## src/rtl/bfx_pkg.sv

```systemverilog
package bfx_pkg;
  localparam int WIN_BYTES = 5;
  localparam int WIN_W     = WIN_BYTES * 8;

  typedef enum logic [1:0] {
    ST_IDLE  = 2'd0,
    ST_FETCH = 2'd1,
    ST_DONE  = 2'd2
  } bfx_state_e;
endpackage

```

## src/rtl/bfx_plan.sv

```systemverilog
module bfx_plan #(
  parameter int ADDR_W = 32
) (
  input  logic [ADDR_W-1:0] base_i,
  input  logic [31:0]       offset_i,
  input  logic [4:0]        width_code_i,
  output logic [ADDR_W-1:0] start_addr_o,
  output logic [2:0]        start_bit_o,
  output logic [5:0]        width_o,
  output logic [2:0]        nbytes_o
);
  localparam int EXT_W = ADDR_W - 29;

  logic [5:0] span;
  logic [5:0] rounded;

  // byte step is floor(offset / 8), sign-extended to the address width
  assign start_addr_o = base_i + {{EXT_W{offset_i[31]}}, offset_i[31:3]};
  assign start_bit_o  = offset_i[2:0];
  assign width_o      = (width_code_i == 5'd0) ? 6'd32 : {1'b0, width_code_i};
  assign span         = {3'b000, start_bit_o} + width_o;
  assign rounded      = span + 6'd7;
  assign nbytes_o     = rounded[5:3];
endmodule

```

## src/rtl/bfx_window.sv

```systemverilog
module bfx_window #(
  parameter int WIN_W = 40
) (
  input  logic             clk,
  input  logic             rst_n,
  input  logic             clr_i,
  input  logic             shift_en_i,
  input  logic [7:0]       byte_i,
  output logic [WIN_W-1:0] win_o
);
  logic [WIN_W-1:0] win_q;
  logic [WIN_W-1:0] win_d;

  always_comb begin
    win_d = win_q;
    if (clr_i) begin
      win_d = '0;
    end else if (shift_en_i) begin
      win_d = {win_q[WIN_W-9:0], byte_i};
    end
  end

  always_ff @(posedge clk or negedge rst_n) begin
    if (!rst_n) begin
      win_q <= '0;
    end else if (clr_i || shift_en_i) begin
      win_q <= win_d;
    end
  end

  assign win_o = win_q;
endmodule

```

## src/rtl/bfx_align.sv

```systemverilog
module bfx_align #(
  parameter int WIN_W = 40
) (
  input  logic [WIN_W-1:0] win_i,
  input  logic [2:0]       nbytes_i,
  input  logic [2:0]       start_bit_i,
  input  logic [5:0]       width_i,
  input  logic             sext_i,
  output logic [31:0]      result_o
);
  logic [6:0]       rshift;
  logic [WIN_W-1:0] shifted;
  logic [31:0]      low;
  logic [31:0]      mask;
  logic [31:0]      field;
  logic [31:0]      top_bit;

  // bytes sit right-justified in the window, so the field's rightmost bit
  // lies at 8*nbytes - start_bit - width
  assign rshift  = {1'b0, nbytes_i, 3'b000} - {4'b0000, start_bit_i} - {1'b0, width_i};
  assign shifted = win_i >> rshift[5:0];
  assign low     = shifted[31:0];
  assign mask    = (width_i[5]) ? 32'hFFFF_FFFF : ((32'h1 << width_i[4:0]) - 32'h1);
  assign field   = low & mask;
  assign top_bit = low >> (width_i - 6'd1);

  always_comb begin
    result_o = field;
    if (sext_i && top_bit[0]) begin
      result_o = field | ~mask;
    end
  end
endmodule

```

## src/rtl/bitfield_fetch.sv

```systemverilog
module bitfield_fetch
  import bfx_pkg::*;
#(
  parameter int ADDR_W = 32
) (
  input  logic              clk,
  input  logic              rst_n,
  input  logic              start_i,
  input  logic [ADDR_W-1:0] base_addr_i,
  input  logic [31:0]       offset_i,
  input  logic [4:0]        width_i,
  input  logic              sign_ext_i,
  output logic              busy_o,
  output logic              rd_valid_o,
  output logic [ADDR_W-1:0] rd_addr_o,
  input  logic              rd_ready_i,
  input  logic [7:0]        rd_data_i,
  output logic              done_o,
  output logic [31:0]       result_o
);
  bfx_state_e        state_q, state_d;
  logic [ADDR_W-1:0] addr_q, addr_d;
  logic [2:0]        bit_q, nbytes_q, cnt_q, cnt_d;
  logic [5:0]        width_q;
  logic              sext_q;
  logic [31:0]       result_q, result_d;
  logic              done_q;

  logic [ADDR_W-1:0] plan_addr;
  logic [2:0]        plan_bit, plan_nbytes;
  logic [5:0]        plan_width;
  logic [WIN_W-1:0]  win;
  logic [31:0]       aligned;
  logic              load, beat, last;

  bfx_plan #(.ADDR_W(ADDR_W)) u_plan (
    .base_i       (base_addr_i),
    .offset_i     (offset_i),
    .width_code_i (width_i),
    .start_addr_o (plan_addr),
    .start_bit_o  (plan_bit),
    .width_o      (plan_width),
    .nbytes_o     (plan_nbytes)
  );

  bfx_window #(.WIN_W(WIN_W)) u_window (
    .clk        (clk),
    .rst_n      (rst_n),
    .clr_i      (load),
    .shift_en_i (beat),
    .byte_i     (rd_data_i),
    .win_o      (win)
  );

  bfx_align #(.WIN_W(WIN_W)) u_align (
    .win_i       (win),
    .nbytes_i    (nbytes_q),
    .start_bit_i (bit_q),
    .width_i     (width_q),
    .sext_i      (sext_q),
    .result_o    (aligned)
  );

  assign rd_valid_o = (state_q == ST_FETCH);
  assign rd_addr_o  = addr_q;
  assign busy_o     = (state_q != ST_IDLE);
  assign done_o     = done_q;
  assign result_o   = result_q;

  assign load = (state_q == ST_IDLE) && start_i;
  assign beat = rd_valid_o && rd_ready_i;
  assign last = beat && (cnt_q == (nbytes_q - 3'd1));

  always_comb begin
    state_d  = state_q;
    addr_d   = addr_q;
    cnt_d    = cnt_q;
    result_d = result_q;
    unique case (state_q)
      ST_IDLE: begin
        if (start_i) begin
          state_d = ST_FETCH;
          addr_d  = plan_addr;
          cnt_d   = 3'd0;
        end
      end
      ST_FETCH: begin
        if (beat) begin
          addr_d = addr_q + {{(ADDR_W-1){1'b0}}, 1'b1};
          cnt_d  = cnt_q + 3'd1;
        end
        if (last) begin
          state_d = ST_DONE;
        end
      end
      ST_DONE: begin
        result_d = aligned;
        state_d  = ST_IDLE;
      end
      default: state_d = ST_IDLE;
    endcase
  end

  always_ff @(posedge clk or negedge rst_n) begin
    if (!rst_n) begin
      state_q  <= ST_IDLE;
      addr_q   <= '0;
      cnt_q    <= '0;
      result_q <= '0;
      done_q   <= 1'b0;
    end else begin
      state_q  <= state_d;
      addr_q   <= addr_d;
      cnt_q    <= cnt_d;
      result_q <= result_d;
      done_q   <= (state_q == ST_DONE);
    end
  end

  always_ff @(posedge clk or negedge rst_n) begin
    if (!rst_n) begin
      bit_q    <= '0;
      width_q  <= 6'd1;
      nbytes_q <= 3'd1;
      sext_q   <= 1'b0;
    end else if (load) begin
      bit_q    <= plan_bit;
      width_q  <= plan_width;
      nbytes_q <= plan_nbytes;
      sext_q   <= sign_ext_i;
    end
  end


  rd_hold_chk: assert property (@(posedge clk) disable iff (!rst_n)
    rd_valid_o && !rd_ready_i |=> rd_valid_o && $stable(rd_addr_o));


  done_pulse_chk: assert property (@(posedge clk) disable iff (!rst_n)
    done_o |=> !done_o);


  beat_bound_chk: assert property (@(posedge clk) disable iff (!rst_n)
    rd_valid_o |-> (nbytes_q != 3'd0) && (nbytes_q <= 3'd5) && (cnt_q < nbytes_q));


  busy_hold_chk: assert property (@(posedge clk) disable iff (!rst_n)
    busy_o && start_i |=> $stable(width_q) && $stable(bit_q) && $stable(sext_q));


  zero_ext_chk: assert property (@(posedge clk) disable iff (!rst_n)
    done_o && !sext_q && (width_q < 6'd32) |-> ((result_o >> width_q) == 32'd0));
endmodule

```

## config.mk

```make
export PLATFORM = sky130hd
export DESIGN_NAME = bitfield_fetch
export DESIGN_NICKNAME = d
export VERILOG_FILES = /design/src/rtl/bfx_pkg.sv /design/src/rtl/bfx_plan.sv /design/src/rtl/bfx_window.sv /design/src/rtl/bfx_align.sv /design/src/rtl/bitfield_fetch.sv
export SDC_FILE = /design/constraint.sdc
export NUM_CORES = 1
export LEC_CHECK = 0
export ABC_AREA = 1
export BUFFER_PORTS_ARGS = -buffer_cell sky130_fd_sc_hd__buf_2
export CORE_ASPECT_RATIO = 2
export CORE_MARGIN = 1
export CORE_UTILIZATION = 47
export DETAILED_ROUTE_END_ITERATION = 8
export PLACE_DENSITY_LB_ADDON = 0.3
export SYNTH_ARGS = -nofsm -noshare
export SYNTH_HDL_FRONTEND = slang
export SYNTH_HIERARCHICAL = 1
export SYNTH_SLANG_ARGS = --single-unit
export TNS_END_PERCENT = 10
```

## constraint.sdc

```tcl
create_clock -name clk -period 4.6 [get_ports clk]
set_input_delay 0.23 -clock clk [delete_from_list [all_inputs] [get_ports clk]]
set_output_delay 0.23 -clock clk [all_outputs]
set_load 0.05 [all_outputs]
```

==> flow_summary.yaml, run 1 <==
min_path:
  worst_hold_path_type: "primary input to flop"
timing:
  maxSlewViolCount: 0
  fin_crit_sh_pct: 94.7
  fin_crit_ns: 4.35
  rsz0062_at_grt: "false"
  fmax_ghz: 0.230
  finalSetupViolations: 0
  tightest_slew_ns: 1.17
  maxSlewHeadroom_pct: 21.8
  fin_tns_setup_ns: 0
  finalHoldViolations: 0
  skew_ns: 0.0135
floorplan:
  num_rows: 86
  coreArea_um2: 27700
  die_w_um: 121
  die_area_um2: 29000
  die_y_um: 240
  start_util_pct: 48.1
  ios: 149
synth:
  synth_cell_type_count: 50
  async_flop_share_pct: 100
  yosys_most_used_dff: "dfrtp_1"
  synth_edf_count: 0
  synth_area_per_cell_um2: 5.79
  syn_area_um2: 13300
  seq_area_frac_synth_pct: 23.2
  syn_inst: 2295
  ys_seq_elements: 123
  yosys_warnings: 6
  synthesis.nets: 2434
layout:
  fin_nets: 2536
  area_delta_synth_final_pct: 11.8
  drive_gt1_share_pct: 12.0
  final_cells: 2763
  postLayoutCellArea_um2: 14900
placed_design:
  postPlaceCellArea_um2: 14200
  io_buffers: 148
  hpwl_mm: 42.6
  dp.cells: 2727
  gp_congestion: 1.03
outcome:
  status: "finished clean"
setup_path:
  cp_top_family: "simple AND/OR/NAND/NOR gates"
  start_kind: "flop"
  path_buf_inv: 4
  crit_arrival_ns: 4.73
  path_cells: "inv_1 -> ha_1 -> inv_1 -> fa_1 -> xnor2_2 -> inv_2 -> nand3_1 -> a21oi_1 -> nand3_1 -> nand3_1 -> nand3_1 -> nand3_1 -> nand2_1 -> a21oi_2 -> buf_12 -> nand3_1 -> nand2_1 -> nand2_1 -> nand2_1"
  end_kind: "flop"
  cpPeakStageDelay_ns: 0.73
  critical_path_class: "flop to flop"
  crit_top_cell: "nand3_1"
  crit_required_ns: 4.98
  cp_slowest_cell: "a21oi_1"
  crit_fanout: 32
clocking:
  tritoncts: "built"
  htreeDepth: 4
  cts_root_buffer: "clkbuf_16"
  cts_buffers: 17
  clock-sinks: 123
  postCtsSetupBuffers: 0
  cts_buffer_depth: 2
  clk_latency_ns: 0.44
  clk_pin_slew_ns: 0.07
flow_run:
  cap_violations: 0
routing:
  vias_per_cell: 5.53
  wl_per_cell_um: 19.3
  ant_nets: 0
  first_iter_violations: 1035
  drc: 0
  totalWireLength_mm: 53.2
  drt_pre_antenna_iters: 6
  vias: 15300
grt:
  grt_overflow: 0
  antenna_found_initial: 1
  grt_pass1_wl_mm: 81.7
  grt_max_degree: 124
  grt_pass1_vias: 15100
  grt_use_total_pct: 37.9
==> cell usage in the layout (no fill, tap or decap), types with 10 or more instances in the layout <==
cell and instances:
ha_1 55, xor2_1 24, buf_2 147, nand3_1 385, nand4_1 28, nand2_2 13, nor3_1 27, a21oi_1 47
dfrtp_1 121, o211ai_1 16, inv_1 247, o21ai_0 36, clkbuf_16 17, buf_4 24, nor2_1 174, inv_2 10
nor2_2 14, nand2_1 907
==> sequential cells by signal (all words and copies together) (netlist names) <==
name            count
bit_q               3
cnt_q               3
done_o              1
nbytes_q            3
rd_addr_o          32
result_o           32
sext_q              1
state_q             2
u_window/win_o     40
width_q             6
==> final timing paths <==
kind	startpoint	end	slack [ns]	cells past startpoint
setup / recovery	width_q[2]$_DFFE_PN0P_	result_o[14]$_DFFE_PN0P_	0.25	19
hold / removal	rd_data_i[5]	u_window/win_o[5]$_DFFE_PN0P_	0.02	3
setup reg to reg	width_q[2]$_DFFE_PN0P_	result_o[14]$_DFFE_PN0P_	0.25	19
hold reg to reg	result_o[13]$_DFFE_PN0P_	result_o[13]$_DFFE_PN0P_	0.47	2
max in group asynchronous	rst_n	width_q[3]$_DFFE_PN0P_	3.58	3
min in group asynchronous	rst_n	result_o[17]$_DFFE_PN0P_	0.39	3
==> metrics by stage <==
stage          hold slack, ns  worst slack [ns]  utilization (%)
5_1_grt                0.0248          0.000520             53.8
3_3_place_gp            0.381             0.616             51.5
4_1_cts              0.000663             0.531             53.7
2_1_floorplan         -0.0656             0.519                -
3_5_place_dp            0.390             0.578             51.5
6_report               0.0191             0.245             53.8
==> routing by layer <==
layer / up-vias / wire [um] / GRT usage (%)
met5: - / 0 / 0
met4: 0 / 5950 / 37.6
met3: 244 / 2470 / 7.64
met2: 513 / 29200 / 73.0
met1: 7013 / 15600 / 30.1
li1: 7523 / - / -
==> worst register-to-register path: cells and delay by family, from the launching register on <==
family / cells / cell delay (ns)
XOR/XNOR: 1 / 0.17
AND/OR/NAND/NOR: 10 / 1.15
adder cells (fa/ha/maj): 2 / 0.81
flip-flops: 1 / 0.58
AO/OA/AOI/OAI: 2 / 0.93
buffers and inverters: 4 / 0.67
==> synth_stat cells (10+ instances only) <==
| cell type | count | share of area, % |
|---|---|---|
| ha_1 | 55 | 5.2 |
| nor3_1 | 28 | 1.1 |
| nand2_2 | 13 | 0.61 |
| nand4_1 | 28 | 1.3 |
| nor2_2 | 14 | 0.66 |
| nand3_1 | 385 | 14 |
| a21oi_1 | 47 | 1.8 |
| buf_4 | 18 | 1.0 |
| nand2_1 | 907 | 26 |
| inv_2 | 10 | 0.28 |
| buf_2 | 39 | 1.5 |
| nor2_1 | 174 | 4.9 |
| o21ai_0 | 36 | 1.4 |
| clkbuf_1 | 26 | 0.73 |
| inv_1 | 247 | 7.0 |
| dfrtp_1 | 121 | 23 |
| o211ai_1 | 16 | 0.90 |
| xor2_1 | 24 | 1.6 |
==> final cells by class <==
cell class / instances / area [um^2]
Fill cell: 2917 / 12800
Multi-Input combinational cell: 1815 / 8720
Sequential cell: 123 / 3080
Timing Repair Buffer: 179 / 1050
Inverter: 261 / 987
Tap cell: 352 / 440
Clock buffer: 18 / 429
Clock inverter: 14 / 161
Antenna cell: 1 / 2.50
==> timing repair <==
item                                   CTS  global route
hold buffers                             3             0
gates resized for setup                  0             0
endpoints found under the hold margin  123             0
==> cells by family (layout without fill, tap and decap cells) <==
family / count (synthesis) / after routing / synth area share, %
AOI/OAI and AO/OA: 141 / 141 / 6.33
xor gates and xnor gates: 28 / 28 / 1.90
adders and majority gates: 57 / 57 / 5.48
buffers and inverters: 357 / 472 / 11.3
DFF: 123 / 123 / 23.2
other: 0 / 1 / 0
and+or+nand+nor: 1589 / 1589 / 51.8
Power of run 1 is not shown: default switching activity piles up to over one toggle a cycle in this logic, so the estimate is an artifact.
==> inputs of run 2 (changes only) <==
Settings changed: CTS_BUF_LIST set to sky130_fd_sc_hd__clkbuf_8, GPL_TIMING_DRIVEN set to 0, PLACE_DENSITY set to 0.66, PLACE_DENSITY_LB_ADDON 0.3 to unset.
==> run 2 against run 1 <==
Compared with the run above: critical path depth grew 3; global-route usage increased by 1.8 points; wire length increased by 4.6%; utilization rose by 1.4 points; die area did not move; register-to-register slack got worse by 0.14 ns; sequential cell count unchanged; clock skew increased by 0.0030 ns; count of clock-buffer cells in the layout did not move; non-clock buffer count increased by 78; first-iteration DRC count is 4.3% higher; via count up 3.4%; critical endpoint is now result_o[7]$_DFFE_PN0P_; highest routed layer is now met5.
==> flow_summary.yaml, run 2 (synthesis results as in run 1) <==
outcome:
  status: "finished clean"
timing:
  maxSlewHeadroom_pct: 21.1
  fin_crit_ns: 4.49
  setup_ws_ns: 0.108
  finalSetupViolations: 0
  fmax_ghz: 0.223
  skew_ns: 0.0165
  finalHoldViolations: 0
  tightest_slew_ns: 1.17
  fin_crit_sh_pct: 97.7
  maxSlewViolCount: 0
setup_path:
  path_buf_inv: 6
  reg2reg_to: "result_o[7]$_DFFE_PN0P_"
  end_kind: "flop"
  ff2ff_path_depth: 22
  cp_slowest_cell: "dfstp_4"
  path_cells: "clkinv_4 -> buf_8 -> ha_1 -> ha_1 -> inv_1 -> fa_2 -> inv_1 -> clkbuf_4 -> nand3_1 -> nand2_1 -> o21a_1 -> nand3_1 -> nand3_1 -> nand3_1 -> nand3_2 -> nand2_1 -> a21oi_4 -> buf_6 -> nand3_1 -> nand2_1 -> nand2_2 -> nand2_1"
  cpPeakStageDelay_ns: 0.65
  reg2reg_from: "width_q[0]$_DFFE_PN1P_"
  crit_arrival_ns: 4.90
  worst-r2r-setup-slack_ns: 0.11
  crit_required_ns: 5.01
  crit_top_cell: "nand3_1"
  critical_path_class: "flop to flop"
  crit_fanout: 14
  worstSetupStartpoint: "width_q[0]$_DFFE_PN1P_"
  cp_top_family: "simple AND/OR/NAND/NOR gates"
  start_kind: "flop"
routing:
  totalWireLength_mm: 55.7
  ant_nets: 0
  vias_per_cell: 5.56
  first_iter_violations: 1080
  vias: 15800
  wl_per_cell_um: 19.6
  drc: 0
  drt_pre_antenna_iters: 7
floorplan:
  start_util_pct: 48.1
  coreArea_um2: 27700
  ios: 149
  num_rows: 86
  die_w_um: 121
  die_area_um2: 29000
  die_y_um: 240
clocking:
  clk_pin_slew_ns: 0.08
  cts_buffers: 17
  clk_latency_ns: 0.48
  htreeDepth: 4
  clock-sinks: 123
  tritoncts: "built"
  cts_buffer_depth: 2
  cts_root_buffer: "clkbuf_8"
grt:
  grt_overflow: 0
  antenna_found_initial: 2
  grt_use_total_pct: 39.8
  grt_pass1_wl_mm: 84.9
  grt_pass1_vias: 15700
  grt_max_degree: 88
layout:
  final_common_cell: "nand2_1"
  drive_gt1_share_pct: 14.4
  fin_nets: 2614
  area_delta_synth_final_pct: 14.8
  layout_common_cells: "nand2_1, nand3_1, inv_1, buf_2, nor2_1"
  largest_reg_flops: 40
min_path:
  worst_hold_path_type: "primary input to flop"
  hold_start: "width_i[3]"
  min_to: "width_q[5]$_DFFE_PN0P_"
  holdPathStages: 4
placed_design:
  io_buffers: 148
  hpwl_mm: 43.6
  gp_congestion: 1.14
  post-place-ws_ns: -1.42
flow_run:
  cap_violations: 0
==> run 2: worst max path at each step <==
stage | depth (start not counted) | slack (ns) | end
finish | 22 | 0.11 | result_o[7]$_DFFE_PN0P_
detailed placement | 24 | -1.42 | result_o[7]$_DFFE_PN0P_
floorplan | 25 | 0.52 | result_o[2]$_DFFE_PN0P_
CTS | 23 | 0.005 | result_o[7]$_DFFE_PN0P_
global route | 23 | -0.09 | result_o[18]$_DFFE_PN0P_
global placement | 26 | -1.39 | result_o[7]$_DFFE_PN0P_
==> run 2: timing repair <==
action                                  CTS  global route
buffers inserted                          1             2
endpoints found under the setup margin   32            32
hold buffers                             10             0
endpoints found under the hold margin    45             0
pin swaps                                 1             1
resized for setup                        15            47
==> run 2: layout make-up <==
type / count / area (um^2)
Clock buffer: 18 / 248
Clock inverter: 14 / 169
Timing Repair Buffer: 162 / 897
Antenna cell: 1 / 2.50
Buffer: 95 / 564
Multi-Input combinational cell: 1815 / 8860
Tap cell: 352 / 440
Inverter: 261 / 992
Fill cell: 3014 / 12400
Sequential cell: 123 / 3080
==> run 2: routing by layer <==
| metal | up-vias | track usage (%) | part of all wire [%] |
|---|---|---|---|
| met2 | 636 | 71.6 | 51 |
| li1 | 7707 | - | - |
| met4 | 2 | 43.7 | 13 |
| met5 | - | 0.179 | 0.023 |
| met1 | 7129 | 32.2 | 29 |
| met3 | 332 | 11.0 | 6.6 |
==> run 2: per-stage QoR <==
| stage | cell area [um^2] | utilization (%) | instances | setup TNS (ns) | hold slack (ns) |
|---|---|---|---|---|---|
| 5_1_grt | 15300 | 55.2 | 2841 | -0.734 | 0.0587 |
| 2_1_floorplan | 13300 | - | 2295 | 0 | -0.0656 |
| 3_5_place_dp | 14500 | 52.5 | 2796 | -42.07 | 0.164 |
| 4_1_cts | 15100 | 54.5 | 2838 | 0 | 0.0326 |
| 6_report | 15300 | 55.2 | 2841 | 0 | 0.0483 |
| 3_3_place_gp | 14500 | 52.4 | 2795 | -40.66 | 0.428 |
==> run 2: worst reg2reg max path: cells and delay by family, from the launching register on <==
family | cells | cell delay (ns)
AO/OA/AOI/OAI | 2 | 0.68
adder cells (fa/ha/maj) | 3 | 0.94
buffers and inverters | 6 | 0.97
AND/OR/NAND/NOR | 11 | 1.21
flip-flops | 1 | 0.65
Power of run 2 is left out for the same reason.
